File: config.mk
export PLATFORM = sky130hd
export DESIGN_NAME = irq_agg
export DESIGN_NICKNAME = d
export VERILOG_FILES = /design/src/rtl/irq_agg_pkg.sv /design/src/rtl/irq_agg_port.sv /design/src/rtl/irq_agg_combine.sv /design/src/rtl/irq_agg.sv
export SDC_FILE = /design/constraint.sdc
export NUM_CORES = 1
export LEC_CHECK = 0
export CAP_MARGIN = 20
export CORE_MARGIN = 1
export CORE_UTILIZATION = 45
export CTS_BUF_LIST = sky130_fd_sc_hd__clkbuf_4 sky130_fd_sc_hd__clkbuf_8
export DETAILED_ROUTE_END_ITERATION = 8
export DONT_BUFFER_PORTS = 1
export PLACE_DENSITY_LB_ADDON = 0.05
export SLEW_MARGIN = 20
export SYNTH_ARGS = -nofsm -noshare
export SYNTH_HDL_FRONTEND = slang
export SYNTH_HIERARCHICAL = 1
export SYNTH_SLANG_ARGS = --single-unit
File: constraint.sdc
create_clock -name clk_i -period 3.5 [get_ports clk_i]
set_input_delay 0.35 -clock clk_i [delete_from_list [all_inputs] [get_ports clk_i]]
set_output_delay 0.35 -clock clk_i [all_outputs]
set_load 0.02 [all_outputs]
File: src/rtl/irq_agg_pkg.sv
package irq_agg_pkg;

    typedef enum logic [1:0] {
        REG_STATUS = 2'd0,
        REG_ENABLE = 2'd1,
        REG_CTRL   = 2'd2,
        REG_NONE   = 2'd3
    } reg_sel_e;

    typedef enum logic {
        IRQ_IDLE   = 1'b0,
        IRQ_ACTIVE = 1'b1
    } irq_state_e;

    localparam int CTRL_FORCE = 0;
    localparam int CTRL_PEN   = 1;
    localparam int CTRL_W     = 2;

endpackage

File: src/rtl/irq_agg_port.sv
module irq_agg_port
    import irq_agg_pkg::*;
#(
    parameter int NUM_EVENTS = 8
) (
    input  logic                  clk_i,
    input  logic                  rst_n_i,
    input  logic [NUM_EVENTS-1:0] evt_i,
    input  logic                  sel_i,
    input  logic                  wr_i,
    input  logic                  rd_i,
    input  reg_sel_e              reg_i,
    input  logic [NUM_EVENTS-1:0] wdata_i,
    output logic [NUM_EVENTS-1:0] status_o,
    output logic [NUM_EVENTS-1:0] enable_o,
    output logic [CTRL_W-1:0]     ctrl_o,
    output logic                  req_o
);

    logic clr;
    logic [NUM_EVENTS-1:0] status_q;
    logic [NUM_EVENTS-1:0] enable_q;
    logic [CTRL_W-1:0]     ctrl_q;

    assign clr = sel_i && rd_i && (reg_i == REG_STATUS);

    always_ff @(posedge clk_i or negedge rst_n_i) begin
        if (!rst_n_i) begin
            status_q <= '0;
        end else begin
            status_q <= (status_q & ~{NUM_EVENTS{clr}}) | evt_i;
        end
    end

    always_ff @(posedge clk_i or negedge rst_n_i) begin
        if (!rst_n_i) begin
            enable_q <= '0;
            ctrl_q   <= '0;
        end else if (sel_i && wr_i) begin
            if (reg_i == REG_ENABLE) enable_q <= wdata_i;
            if (reg_i == REG_CTRL)   ctrl_q   <= wdata_i[CTRL_W-1:0];
        end
    end

    always_comb begin
        req_o = ctrl_q[CTRL_PEN] &&
                (ctrl_q[CTRL_FORCE] || (|(status_q & enable_q)));
    end

    assign status_o = status_q;
    assign enable_o = enable_q;
    assign ctrl_o   = ctrl_q;

    AST_STATUS_STICKY: assert property (@(posedge clk_i) disable iff (!rst_n_i)
        !clr |=> ((status_q & $past(status_q)) == $past(status_q)));
    AST_EVENT_KEPT: assert property (@(posedge clk_i) disable iff (!rst_n_i)
        (|evt_i) |=> ((status_q & $past(evt_i)) == $past(evt_i)));
    AST_READ_CLEARS: assert property (@(posedge clk_i) disable iff (!rst_n_i)
        (clr && evt_i == '0) |=> (status_q == '0));

endmodule

File: src/rtl/irq_agg_combine.sv
module irq_agg_combine
    import irq_agg_pkg::*;
#(
    parameter int NUM_PORTS = 6
) (
    input  logic                 clk_i,
    input  logic                 rst_n_i,
    input  logic [NUM_PORTS-1:0] req_i,
    output logic                 irq_n_o
);

    irq_state_e state_q, state_d;
    logic any_req;

    assign any_req = |req_i;

    always_ff @(posedge clk_i or negedge rst_n_i) begin
        if (!rst_n_i) state_q <= IRQ_IDLE;
        else          state_q <= state_d;
    end

    always_comb begin
        state_d = state_q;
        unique case (state_q)
            IRQ_IDLE:   if (any_req)  state_d = IRQ_ACTIVE;  // RAISE
            IRQ_ACTIVE: if (!any_req) state_d = IRQ_IDLE;    // DROP
        endcase
    end

    always_comb begin
        irq_n_o = (state_q != IRQ_ACTIVE);
    end

    AST_IRQ_RAISE: assert property (@(posedge clk_i) disable iff (!rst_n_i)
        any_req |=> !irq_n_o);
    AST_IRQ_DROP: assert property (@(posedge clk_i) disable iff (!rst_n_i)
        !any_req |=> irq_n_o);

endmodule

File: src/rtl/irq_agg.sv
module irq_agg
    import irq_agg_pkg::*;
#(
    parameter int NUM_PORTS  = 6,
    parameter int NUM_EVENTS = 8,
    localparam int PORT_W    = (NUM_PORTS > 1) ? $clog2(NUM_PORTS) : 1,
    localparam int ADDR_W    = PORT_W + 2
) (
    input  logic                            clk_i,
    input  logic                            rst_n_i,
    input  logic [NUM_PORTS*NUM_EVENTS-1:0] evt_i,
    input  logic [ADDR_W-1:0]               bus_addr_i,
    input  logic                            bus_wr_i,
    input  logic [NUM_EVENTS-1:0]           bus_wdata_i,
    input  logic                            bus_rd_i,
    output logic [NUM_EVENTS-1:0]           bus_rdata_o,
    output logic                            irq_n_o
);

    logic [PORT_W-1:0]     port_idx;
    reg_sel_e              reg_sel;
    logic [NUM_EVENTS-1:0] status_w [NUM_PORTS];
    logic [NUM_EVENTS-1:0] enable_w [NUM_PORTS];
    logic [CTRL_W-1:0]     ctrl_w   [NUM_PORTS];
    logic [NUM_PORTS-1:0]  req_w;
    logic [NUM_EVENTS-1:0] rd_mux;
    logic [NUM_EVENTS-1:0] rdata_q;

    assign port_idx = bus_addr_i[ADDR_W-1:2];
    assign reg_sel  = reg_sel_e'(bus_addr_i[1:0]);

    for (genvar p = 0; p < NUM_PORTS; p++) begin : g_port
        irq_agg_port #(.NUM_EVENTS(NUM_EVENTS)) u_port (
            .clk_i    (clk_i),
            .rst_n_i  (rst_n_i),
            .evt_i    (evt_i[p*NUM_EVENTS +: NUM_EVENTS]),
            .sel_i    (port_idx == PORT_W'(p)),
            .wr_i     (bus_wr_i),
            .rd_i     (bus_rd_i),
            .reg_i    (reg_sel),
            .wdata_i  (bus_wdata_i),
            .status_o (status_w[p]),
            .enable_o (enable_w[p]),
            .ctrl_o   (ctrl_w[p]),
            .req_o    (req_w[p])
        );
    end

    always_comb begin
        rd_mux = '0;
        for (int p = 0; p < NUM_PORTS; p++) begin
            if (port_idx == PORT_W'(p)) begin
                case (reg_sel)
                    REG_STATUS: rd_mux = status_w[p];
                    REG_ENABLE: rd_mux = enable_w[p];
                    REG_CTRL:   rd_mux = NUM_EVENTS'(ctrl_w[p]);
                    default:    rd_mux = '0;
                endcase
            end
        end
    end

    always_ff @(posedge clk_i or negedge rst_n_i) begin
        if (!rst_n_i)      rdata_q <= '0;
        else if (bus_rd_i) rdata_q <= rd_mux;
    end

    assign bus_rdata_o = rdata_q;

    irq_agg_combine #(.NUM_PORTS(NUM_PORTS)) u_combine (
        .clk_i   (clk_i),
        .rst_n_i (rst_n_i),
        .req_i   (req_w),
        .irq_n_o (irq_n_o)
    );

    AST_UNMAPPED_READ_ZERO: assert property (@(posedge clk_i) disable iff (!rst_n_i)
        (bus_rd_i && reg_sel == REG_NONE) |=> (bus_rdata_o == '0));

endmodule

==> run_results.csv <==
group,metric,value,unit
worst_setup_path,critPathBufInv,0,
floorplan,die_y,115,um
clock_tree,cts_root_buf,"clkbuf_8",
sta,final.period_utilization,0.473,
placed_design,dp_hpwl,9610,um
floorplan,initial_core_util,0.469,
layout,syn_to_final_growth,18.9,%
placed_design,postPlaceCellArea,0.00581,mm2
synthesis,synth.distinct_cells,41,
synthesis,ys_seq_area_frac,0.514,
synthesis,yosys_warnings,6,
worst_setup_path,r2r_slack,1.84,ns
worst_setup_path,worstReg2RegEnd,"bus_rdata_o[3]$_DFFE_PN0P_",
worst_setup_path,cp_slowest_stage_delay,0.52,ns
synthesis,netlist_area,0.00570,mm2
sta,drv_slew,0,
layout,diodes,0,
worst_setup_path,path_max_fanout,3,
worst_setup_path,path_depth,3,
layout,nFillCells,1070,
sta,rsz0062_at_grt,"no",
clock_tree,clock_path_buffers,2,
global_route,antenna_found_initial,0,
layout,final_cell_area,0.00678,mm2
synthesis,ys_async_sr_fraction,1.00,
synthesis,synth_fp_nets,515,
power,peakVddDrop,0.000448,V
detailed_routing,vias_per_cell,5.89,
clock_tree,numCtsBuffers,17,
sta,finalSetupViolCount,0,
floorplan,io_pins,74,
global_route,grt_overflow,0,
synthesis,synth-edff-count,0,
worst_setup_path,cp_top_family,"compound AO/OA/AOI/OAI gates",
global_route,grt_max_degree,118,
detailed_routing,drc,0,
sta,hold_violations,0,
synthesis,syn_inst,450,
flow_run,cap_viol_max_count,0,
worst_setup_path,crit_type,"register to register",
floorplan,dieWidth,115,um
detailed_routing,wire_per_inst,21.3,um
sta,fmax,0.604,GHz
global_route,grt_pass1_vias,4065,
detailed_routing,maxUsedRoutingLayer,"met4",
clock_tree,hold_buffers,50,
worst_setup_path,reg2reg_from,"g_port[1].u_port/status_o[3]$_DFF_PN0_",
worst_setup_path,worstPathCellList,"mux4_2 > a211oi_1 > a21oi_1",
detailed_routing,wl_met2,7060,um
worst_setup_path,reg2reg_depth,3,
synthesis,ys_seq_elements,117,
floorplan,die-area,0.0131,mm2
clock_tree,clk_pin_slew,0.08,ns
detailed_routing,drtIter0Drc,267,
detailed_routing,drt_wl_total,14600,um
sta,fin_skew,0.00776,ns
min_path,hold_class,"primary input to register",
sta,final.setup.tns,0,ns
sta,slew_headroom,0.558,
worst_setup_path,crit_end,"bus_rdata_o[3]$_DFFE_PN0P_",
detailed_routing,drt_first_pass_iters,5,
placed_design,port_buffers,0,
worst_setup_path,arrival,1.97,ns
sta,period_needed,1.66,ns
clock_tree,cts_setup_buffers,0,
synthesis,ys_top_cells_by_count,"117 x dfrtp_1, 73 x mux2_2, 48 x a21o_1, 23 x mux2i_1, 19 x nor2_1",
synthesis,synth_most_common_cell,"dfrtp_1",
worst_setup_path,critPathRequiredTime,3.81,ns
power,leakage,2.82,nW
clock_tree,cts_num_sinks,117,
worst_setup_path,cp-startpoint,"g_port[1].u_port/status_o[3]$_DFF_PN0_",
clock_tree,htreeDepth,4,
layout,drive_gt1_frac,0.236,
synthesis,synth.largest_area_cell,"dfrtp_1",
worst_setup_path,crit_path_end_kind,"register",
worst_setup_path,slowest_stage,"mux4_2",
power,p_per_area,522,mW/mm2
clock_tree,cts_tree,"done",
floorplan,placeableCoreArea,0.0122,mm2
outcome,status,"completed",
synthesis,netlist.area_leader.share,0.514,
placed_design,place.gp.congestion,0.821,
synthesis,yosys_most_used_dff,"dfrtp_1",
clock_tree,clock_latency,0.45,ns
worst_setup_path,cp-start-kind,"register",
detailed_routing,wl_met1,6310,um
synthesis,ys_top_cells_by_area,"dfrtp_1 51%, mux2_2 14%, a21o_1 6.3%, mux2i_1 4.0%, nand4b_4 2.5%",
detailed_routing,met3_length,913,um
detailed_routing,dr_total_vias,4043,
clock_tree,ctsResizeCount,0,
global_route,grt_pass1_wl,22400,um
floorplan,rows,40,
layout,final_nets,570,
sta,max_slew.worst_pin.slew,0.661,ns
synthesis,synth.avg_cell_area,12.7,um2
layout,finish.utilization,0.557,
global_route,grt_util_all_layers,0.237,
detailed_routing,ant_nets,0,
==> through the flow <==
step	std cells	hold WS, ns	worst slack (ns)	total power [mW]
after floorplan	450	0.0544	1.87	1.98
after global routing	686	0.0209	1.85	3.70
after detailed placement	604	0.0592	1.71	2.07
after CTS	686	0.0254	1.89	3.57
after global placement	604	0.0581	1.77	2.06
final	686	0.0460	1.84	3.54
==> cell usage in the layout (no fill, tap or decap), types with 3 or more instances in the layout <==
| master | synthesis | layout |
|---|---|---|
| a21oi_1 | 17 | 17 |
| clkbuf_8 | 0 | 18 |
| a22o_1 | 6 | 6 |
| o21ai_1 | 3 | 3 |
| o21ai_0 | 13 | 13 |
| mux4_2 | 6 | 6 |
| nand4b_4 | 6 | 6 |
| mux2i_1 | 23 | 23 |
| a21o_1 | 48 | 48 |
| nand4b_1 | 6 | 6 |
| inv_1 | 11 | 11 |
| a211oi_1 | 5 | 5 |
| a31oi_1 | 11 | 11 |
| a222oi_1 | 6 | 6 |
| o22ai_1 | 6 | 6 |
| nor2b_1 | 6 | 6 |
| nand2_1 | 11 | 11 |
| clkinv_2 | 0 | 5 |
| nand2b_1 | 6 | 6 |
| mux2_2 | 73 | 73 |
| dfrtp_1 | 117 | 117 |
| bufinv_16 | 0 | 5 |
| a221oi_1 | 7 | 7 |
| dlygate4sd3_1 | 0 | 49 |
| nor2_1 | 19 | 19 |
| nand3_1 | 7 | 7 |
==> per-layer routing <==
layer | GRT usage | vias up
li1 | - | 1832
met1 | 0.300 | 2076
met2 | 0.383 | 115
met3 | 0.0752 | 20
met4 | 0.0866 | 0
met5 | 0 | -
==> registers in the layout, indices dropped and copies added (netlist names) <==
name	cells
g_port.u_port/enable_o	48
bus_rdata_o	8
g_port.u_port/ctrl_o	12
u_combine/state_q	1
g_port.u_port/status_o	48
==> area by class of cell <==
type                       count  area (um2)  share of cell area
clock buffer                  18         248              0.0365
clock inverter                14         208              0.0306
inverter                      13        48.8             0.00720
multi-input combinational    306        2620               0.386
sequential                   117        2930               0.432
tap                          168         210              0.0310
timing repair buffer          50         518              0.0764
==> logic make-up after synthesis <==
logic type	after synthesis	share of synthesized area
multiplexers	102	0.208
flip-flops	117	0.514
buffers and inverters	27	0.0268
AND/OR/NAND/NOR	72	0.0876
AO/OA/AOI/OAI	132	0.164
==> power by group <==
group          total [mW]  internal (mW)  leakage, nW  switching [mW]
logic               0.482          0.284         1.29           0.198
registers            1.64           1.51         1.30           0.130
clock network        1.42          0.861        0.228           0.557
==> worst min-delay path by stage <==
stage,startpoint,to,slack [ns],cells past startpoint
finish,bus_wdata_i[6],g_port[5].u_port/enable_o[6]$_DFFE_PN0P_,0.05,1
global route,bus_wdata_i[4],g_port[5].u_port/enable_o[4]$_DFFE_PN0P_,0.02,1
CTS,bus_rd_i,bus_rdata_o[2]$_DFFE_PN0P_,0.03,2
detailed placement,rst_n_i,g_port[4].u_port/status_o[2]$_DFF_PN0_,0.06,0
global placement,rst_n_i,g_port[4].u_port/status_o[2]$_DFF_PN0_,0.06,0
floorplan,rst_n_i,bus_rdata_o[0]$_DFFE_PN0P_,0.05,0
No activity file was read; power rests on OpenSTA's default activity.
